File: src/rtl/ss_seq_pkg.sv
package ss_seq_pkg;
  typedef enum logic [2:0] {
    SS_IDLE   = 3'd0,
    SS_CLAMP  = 3'd1,
    SS_RAMP   = 3'd2,
    SS_ACTIVE = 3'd3,
    SS_HICCUP = 3'd4
  } ss_state_e;
endpackage

File: src/rtl/ss_phase_timer.sv
module ss_phase_timer #(
  parameter int unsigned CNT_W = 13
) (
  input  logic             clk,
  input  logic             rst_n,
  input  logic             en_i,
  input  logic             clr_i,
  output logic [CNT_W-1:0] cnt_o
);
  logic [CNT_W-1:0] cnt_q, cnt_d;

  always_comb begin
    cnt_d = cnt_q;
    if (clr_i)     cnt_d = '0;
    else if (en_i) cnt_d = cnt_q + 1'b1;
  end

  always_ff @(posedge clk or negedge rst_n) begin
    if (!rst_n) cnt_q <= '0;
    else        cnt_q <= cnt_d;
  end

  assign cnt_o = cnt_q;
endmodule

File: src/rtl/ss_seq_fsm.sv
module ss_seq_fsm
  import ss_seq_pkg::*;
#(
  parameter int unsigned CODE_W      = 11,
  parameter int unsigned HOLD_PHASES = 3,
  parameter int unsigned CNT_W       = 13
) (
  input  logic             clk,
  input  logic             rst_n,
  input  logic             start_i,
  input  logic             abort_i,
  input  logic             uv_i,
  input  logic             run_ok_i,
  input  logic [CNT_W-1:0] cnt_i,
  output ss_state_e        state_o,
  output logic             cnt_en_o,
  output logic             cnt_clr_o,
  output logic             done_o
);
  localparam int unsigned PHASE_LEN = 1 << CODE_W;
  localparam int unsigned HOLD_LEN  = HOLD_PHASES * PHASE_LEN;
  localparam logic [CNT_W-1:0] PHASE_LAST = CNT_W'(PHASE_LEN - 1);
  localparam logic [CNT_W-1:0] HOLD_LAST  = CNT_W'(HOLD_LEN - 1);

  ss_state_e state_q, state_d;
  logic      done_q, done_d;
  logic      phase_end, hold_end;

  assign phase_end = (cnt_i == PHASE_LAST);
  assign hold_end  = (cnt_i == HOLD_LAST);

  always_comb begin
    state_d   = state_q;
    cnt_clr_o = 1'b0;
    done_d    = 1'b0;
    if (abort_i) begin
      state_d   = SS_IDLE;
      cnt_clr_o = 1'b1;
    end else begin
      unique case (state_q)
        SS_IDLE: begin
          cnt_clr_o = 1'b1;
          if (start_i) state_d = SS_CLAMP;
        end
        SS_CLAMP: begin
          if (phase_end) begin
            state_d   = SS_RAMP;
            cnt_clr_o = 1'b1;
          end
        end
        SS_RAMP: begin
          if (phase_end) begin
            state_d   = SS_ACTIVE;
            cnt_clr_o = 1'b1;
            done_d    = 1'b1;
          end
        end
        SS_ACTIVE: begin
          cnt_clr_o = 1'b1;
          if (uv_i && run_ok_i) state_d = SS_HICCUP;
        end
        SS_HICCUP: begin
          if (hold_end) begin
            state_d   = SS_CLAMP;
            cnt_clr_o = 1'b1;
          end
        end
        default: begin
          state_d   = SS_IDLE;
          cnt_clr_o = 1'b1;
        end
      endcase
    end
  end

  assign cnt_en_o = (state_q == SS_CLAMP) || (state_q == SS_RAMP) ||
                    (state_q == SS_HICCUP);

  always_ff @(posedge clk or negedge rst_n) begin
    if (!rst_n) begin
      state_q <= SS_IDLE;
      done_q  <= 1'b0;
    end else begin
      state_q <= state_d;
      done_q  <= done_d;
    end
  end

  assign state_o = state_q;
  assign done_o  = done_q;
endmodule

File: src/rtl/ss_out_decode.sv
module ss_out_decode
  import ss_seq_pkg::*;
#(
  parameter int unsigned CODE_W = 11,
  parameter int unsigned CNT_W  = 13
) (
  input  ss_state_e         state_i,
  input  logic [CNT_W-1:0]  cnt_i,
  input  logic              done_i,
  output logic              comp_short_o,
  output logic [CODE_W-1:0] ref_code_o,
  output logic              ramp_done_o,
  output logic              reg_en_o
);
  always_comb begin
    comp_short_o = 1'b0;
    ref_code_o   = '0;
    reg_en_o     = 1'b0;
    unique case (state_i)
      SS_CLAMP: begin
        comp_short_o = 1'b1;
        reg_en_o     = 1'b1;
      end
      SS_RAMP: begin
        ref_code_o = cnt_i[CODE_W-1:0];
        reg_en_o   = 1'b1;
      end
      SS_ACTIVE: begin
        ref_code_o = '1;
        reg_en_o   = 1'b1;
      end
      default: ;
    endcase
  end

  assign ramp_done_o = done_i;
endmodule

File: src/rtl/ss_softstart_seq.sv
module ss_softstart_seq
  import ss_seq_pkg::*;
#(
  parameter int unsigned CODE_W      = 11,
  parameter int unsigned HOLD_PHASES = 3
) (
  input  logic              clk,
  input  logic              rst_n,
  input  logic              start_i,
  input  logic              abort_i,
  input  logic              uv_i,
  input  logic              run_ok_i,
  output logic              comp_short_o,
  output logic [CODE_W-1:0] ref_code_o,
  output logic              ramp_done_o,
  output logic              reg_en_o
);
  localparam int unsigned HOLD_LEN = HOLD_PHASES * (1 << CODE_W);
  localparam int unsigned CNT_W    = $clog2(HOLD_LEN);

  ss_state_e        state;
  logic [CNT_W-1:0] cnt;
  logic             cnt_en, cnt_clr, done;

  ss_phase_timer #(.CNT_W(CNT_W)) u_timer (
    .clk   (clk),
    .rst_n (rst_n),
    .en_i  (cnt_en),
    .clr_i (cnt_clr),
    .cnt_o (cnt)
  );

  ss_seq_fsm #(
    .CODE_W      (CODE_W),
    .HOLD_PHASES (HOLD_PHASES),
    .CNT_W       (CNT_W)
  ) u_fsm (
    .clk       (clk),
    .rst_n     (rst_n),
    .start_i   (start_i),
    .abort_i   (abort_i),
    .uv_i      (uv_i),
    .run_ok_i  (run_ok_i),
    .cnt_i     (cnt),
    .state_o   (state),
    .cnt_en_o  (cnt_en),
    .cnt_clr_o (cnt_clr),
    .done_o    (done)
  );

  ss_out_decode #(.CODE_W(CODE_W), .CNT_W(CNT_W)) u_dec (
    .state_i      (state),
    .cnt_i        (cnt),
    .done_i       (done),
    .comp_short_o (comp_short_o),
    .ref_code_o   (ref_code_o),
    .ramp_done_o  (ramp_done_o),
    .reg_en_o     (reg_en_o)
  );
endmodule

File: config.mk
export PLATFORM = sky130hd
export DESIGN_NAME = ss_softstart_seq
export DESIGN_NICKNAME = d
export VERILOG_FILES = /design/src/rtl/ss_seq_pkg.sv /design/src/rtl/ss_phase_timer.sv /design/src/rtl/ss_seq_fsm.sv /design/src/rtl/ss_out_decode.sv /design/src/rtl/ss_softstart_seq.sv
export SDC_FILE = /design/constraint.sdc
export NUM_CORES = 1
export LEC_CHECK = 0
export BUFFER_PORTS_ARGS = -buffer_cell sky130_fd_sc_hd__buf_4
export CORE_ASPECT_RATIO = 0.9
export CORE_MARGIN = 3
export CORE_UTILIZATION = 57
export CTS_CLUSTER_DIAMETER = 150
export DETAILED_ROUTE_END_ITERATION = 8
export GPL_ROUTABILITY_DRIVEN = 0
export GPL_TIMING_DRIVEN = 1
export PLACE_DENSITY = 0.88
export SLEW_MARGIN = 10
export SYNTH_ARGS = -nofsm -noshare
export SYNTH_HDL_FRONTEND = slang
export SYNTH_SLANG_ARGS = --single-unit
File: constraint.sdc
create_clock -name clk -period 4.46 [get_ports clk]
set_clock_uncertainty 0.1 [all_clocks]
set_input_delay 0.669 -clock clk [delete_from_list [all_inputs] [get_ports clk]]
set_output_delay 0.669 -clock clk [all_outputs]
set_load 0.01 [all_outputs]
---- Word-level counts from Yosys, hierarchy flattened ----
Index checks and enable logic that the tools add are counted.
operators by class
  multiplexer cells ....................... 18
  reductions and logical operators ........ 8
  $add $sub $neg .......................... 1
  eq/ne operators ......................... 11
operators with widths
  cell                                                    count
  2-to-1 mux 13 bit                                       2
  one-hot mux 11 bit (2 select lines)                     1
  2-to-1 mux 3 bit                                        6
  one-hot mux 3 bit (5 select lines)                      1
  adder 13 x 1 -> 13 bit (second input constant)          1
  equality test 13 x 11 -> 1 bit (second input constant)  1
  equality test 13 bit (second input constant)            1
  inequality test 3 bit (second input constant)           4
  2-to-1 mux 1 bit                                        7
  equality test 3 x 2 -> 1 bit (second input constant)    2
  AND reduction 5 bit                                     1
  equality test 3 x 1 -> 1 bit (second input constant)    1
  equality test 3 bit (second input constant)             1
  logical NOT 3 bit                                       1
  inequality test 3 x 2 -> 1 bit (second input constant)  1
  OR reduction 3 bit                                      1
  logical OR 1 bit                                        2
  one-hot mux 1 bit (2 select lines)                      1
  nonzero test 2 bit                                      1
  OR reduction 2 bit                                      1
  logical AND 1 bit                                       1
storage, ports and cells
  bits in registers ....................... 17
  output and inout port bits .............. 14

---- Logic depth before layout (Yosys ltp) ----
  depth in word-level cells ............... 5
  depth in mapped cells ................... 6
  depth with buffers taken out ............ 5

---- Cells and area by module ----
From an unflattened synthesis, not the netlist that was laid out.
unflattened totals
  cells, all modules ...................... 130
  area, all modules ....................... 1171.1 sq um
by module, submodules not included
  module          times used  cells an instance  area an instance (sq um)  sequential area each (sq um)
  ss_phase_timer  1           66                 669.4                     325.3
  ss_seq_fsm      1           35                 364.1                     100.1
  ss_out_decode   1           29                 137.6                     0.0

---- Worst setup path after synthesis ----
No wires, ideal clock.
  kind .................................... register to output
  from .................................... register u_fsm.state_q[0] (netlist: u_fsm.state_o[0])
  to ...................................... output port ref_code_o[0]
  required time ........................... 3691 ps
  cell stages (with the launch flop) ...... 5
  buffers on the path ..................... 2
  path slack .............................. 2537 ps
  data arrival time ....................... 1154 ps
  path through ............................ dfrtp_1 clkbuf_1 clkbuf_1 nor2_1 nor2_1
on the way
  cells in the longest elaborated chain, start to end .. 2
  elaborated cells on any way between the ends .. 3
ends and longest elaborated chain
  what                                   RTL line                text
  from (decl)                            ss_seq_fsm.sv:25        ss_state_e state_q, state_d;
  from (signal assigned)                 ss_seq_fsm.sv:84        state_q <= state_d;
  equality test 3 x 2 -> 1 bit           ss_out_decode.sv:19     unique case (state_i)
  one-hot mux 11 bit (2 select lines) *  ss_out_decode.sv:19
  to (decl)                              ss_softstart_seq.sv:14  output logic [CODE_W-1:0] ref_code_o,
Mark *: on every way between the ends. The rest lies on a longest branch, timed or not.

---- Worst setup path after layout ----
  from .................................... register u_fsm.state_q[0] (netlist: u_fsm.state_o[0])
  to ...................................... output port comp_short_o
on the way
  cells in the longest elaborated chain, start to end .. 2
ends and longest elaborated chain
  what                          RTL line                text
  equality test 3 x 1 -> 1 bit  ss_out_decode.sv:19
  2-to-1 mux 1 bit              ss_out_decode.sv:19
  to (decl)                     ss_softstart_seq.sv:13  output logic comp_short_o,
No other way between the ends.

==> results.sh <==
export IMPL_status="finished, final reports clean"
export IMPL_crit_path_cell_trace="nor2b_1 > nor2b_1 > buf_4"
export IMPL_ys_ff_latch=17
export IMPL_dp_hpwl_um=1550
export IMPL_ant_nets=0
export IMPL_design_final_nets=142
export IMPL_drc=0
export IMPL_area_growth_pct=16.7
export IMPL_critPathTopFamily="flip-flops"
export IMPL_hold_viol=0
export IMPL_start_util=0.651
export IMPL_period_needed_ns=2.42
export IMPL_global_route_usage_met1=0.253
export IMPL_tritoncts="done"
export IMPL_yosysSeqAreaShare=0.418
export IMPL_rsz0062_at_grt="false"
export IMPL_placed_cells_incl_taps=152
export IMPL_wire_per_inst_um=13.4
export IMPL_fp_dieArea_sq_um=2330
export IMPL_core_sq_um=1560
export IMPL_maxCapViolations=0
export IMPL_finalSetupViolCount=0
export IMPL_cts_made_buffers=3
export IMPL_chipWidth_um=50.5
export IMPL_grt_overflow=0
export IMPL_grt_pass1_wl_um=3530
export IMPL_diodes=0
export IMPL_grtUsageMet3=0.0680
export IMPL_post_cts_resized=0
export IMPL_h_tree_depth=1
export IMPL_die_h_um=46.1
export IMPL_synth_fa_ha_area_frac=0.0123
export IMPL_rows=13
export IMPL_finalHoldWorstSlack_ns=0.116
export IMPL_grt_pass1_vias=785
export IMPL_vias_per_cell=5.71
export IMPL_postCtsSetupRepairBufs=0
export IMPL_cp_start_kind="flip-flop"
export IMPL_grt_max_degree=23
export IMPL_synth_compound_area_frac=0.0701
export IMPL_syn_area_per_cell_sq_um=8.77
export IMPL_crit_fanout=22
export IMPL_drv_slew=0
export IMPL_cp_end_kind="output pin"
export IMPL_worst_slew_pin_slew_ns=0.617
export IMPL_vias=891
export IMPL_synthXorXnorAreaFrac=0.0947
export IMPL_crit_required_ns=3.69
export IMPL_fin_setup_tns_ns=0
export IMPL_syn_instance_count=116
export IMPL_grt_usage=0.212
export IMPL_synth_distinct_cells=29
export IMPL_yosys_warnings=0
export IMPL_synth_flop_cell="dfrtp_1"
export IMPL_wl_um=2100
export IMPL_yosys_mux_area_fraction=0
export IMPL_antenna_found_initial=0
export IMPL_clkTransAtPathRegs_ns=0.09
export IMPL_synth_simple_area_share=0.371
export IMPL_cts_root_buf="clkbuf_4"
export IMPL_synthArstFlopShare=1.00
export IMPL_detail_route_first_pass_iterations=4
export IMPL_startpoint="u_fsm.state_o[0]"
export IMPL_synth_edff_count=0
export IMPL_cts_sink_count=17
export IMPL_synth_area_sq_um=1020
export IMPL_worst_slew_margin_rel=0.589
export IMPL_crit_path_frequent_cell="nor2b_1"
export IMPL_worstSkewPairLatency_ns=0.29
export IMPL_min_path_type="in -> async"
export IMPL_min_period_over_period=0.542
export IMPL_drive_above_1_share=0.209
export IMPL_io_buffers=19
export IMPL_first_iter_violations=21
export IMPL_busiest_layer="met2"
export IMPL_worst_path_max_delay_cell="dfrtp_1"
export IMPL_crit_buf_inv=1
export IMPL_ir_drop_mv=0.192
export IMPL_clockBufferDepth=2
export IMPL_instances_no_fill=156
export IMPL_max_freq_mhz=413
export IMPL_hold_buffers=0
export IMPL_total_leakage_power_nw=0.496
export IMPL_powerDensity_nw_per_um2=230
export IMPL_ios=20
export IMPL_n_fill_cell=115
export IMPL_cpPeakStageDelay_ns=0.74
export IMPL_gr_usage_met2=0.339
export IMPL_seqCellArea_sq_um=425
export IMPL_multi_input_area_sq_um=558
export IMPL_cp_arrival_ns=1.65
export IMPL_synth_fp_nets=123
export IMPL_synth_top_family_by_area="simple AND/OR/NAND/NOR gates"
export IMPL_worst_r2r_startpoint="u_timer.cnt_o[0]"
export IMPL_path_class="reg -> out"
-- metal layers --
metal,share of wire,vias to the layer above
li1,-,424
met1,0.45,438
met2,0.48,23
met3,0.047,6
met4,0.022,0
met5,0,-
-- stage by stage --
stage	instance area (sq um)	setup WS, ns	utilization	power [mW]
after floorplan	1020	2.54	-	0.183
after CTS	1190	2.05	0.760	0.277
after detailed placement	1160	2.39	0.744	0.196
after global routing	1190	1.94	0.760	0.289
final	1190	2.04	0.760	0.273
after global placement	1160	2.47	0.744	0.194
-- placed cells by master (no fill, tap or decap), types with 2 or more instances in the layout --
master	Yosys	layout
inv_1	2	2
buf_4	0	19
o211ai_1	2	2
nor3_1	4	4
xor2_1	4	4
nand2_1	5	5
nand4_1	3	3
clkbuf_4	0	3
nand3_1	3	3
xnor2_1	7	7
nor3b_1	2	2
nand2b_1	2	2
dfrtp_1	17	17
nor2b_1	5	5
nor2_1	41	41
-- power by group --
group	internal [mW]	switching [mW]	leakage (nW)	total, mW
Combinational	0.0134	0.0166	0.246	0.0300
Sequential	0.156	0.00719	0.236	0.163
Clock	0.0349	0.0453	0.0150	0.0801
-- registers in the layout, summed over array words and instances (netlist names) --
signal and cells:
u_timer.cnt_o 13, u_fsm.state_o 3, u_fsm.done_o 1
-- kinds of logic after synthesis --
kind of cell	after synthesis
flip-flops	17
AND/OR/NAND/NOR	73
adder cells (fa/ha/maj)	1
buffers and inverters	7
XOR/XNOR	11
AO/OA/AOI/OAI	7
-- area by class of cell --
class                      count  area share
clock buffer                   4      0.0221
inverter                       2     0.00632
multi-input combinational     92       0.470
sequential                    17       0.358
tap                           22      0.0232
timing repair buffer          19       0.120
-- worst reg2reg max path, delay by kind of cell, from the launching register on --
family	cells	cell delay, ns
fa+ha+maj	1	0.22
compound gates	2	0.83
simple gates	2	0.31
flops	1	0.41
-- path summary, 6_finish.rpt --
kind | to | slack, ns | cells past startpoint
max in group asynchronous | u_timer.cnt_o[10] | 3.95 | 1
min reg2reg | u_timer.cnt_o[0] | 0.42 | 1
max | comp_short_o | 2.04 | 3
min | u_timer.cnt_o[5] | 0.12 | 1
max reg2reg | u_timer.cnt_o[10] | 2.46 | 5
min in group clk | u_timer.cnt_o[0] | 0.42 | 1
-- synth_stat cells, types with 2 or more instances --
library cell	count	area (sq um)
clkbuf_1	4	15.0
dfrtp_1	17	425
inv_1	2	7.51
nand2_1	5	18.8
nand2b_1	2	12.5
nand3_1	3	15.0
nand4_1	3	18.8
nor2_1	41	154
nor2b_1	5	31.3
nor3_1	4	20.0
nor3b_1	2	15.0
o211ai_1	2	15.0
xnor2_1	7	61.3
xor2_1	4	35.0
(Power assumes the default switching activity.)
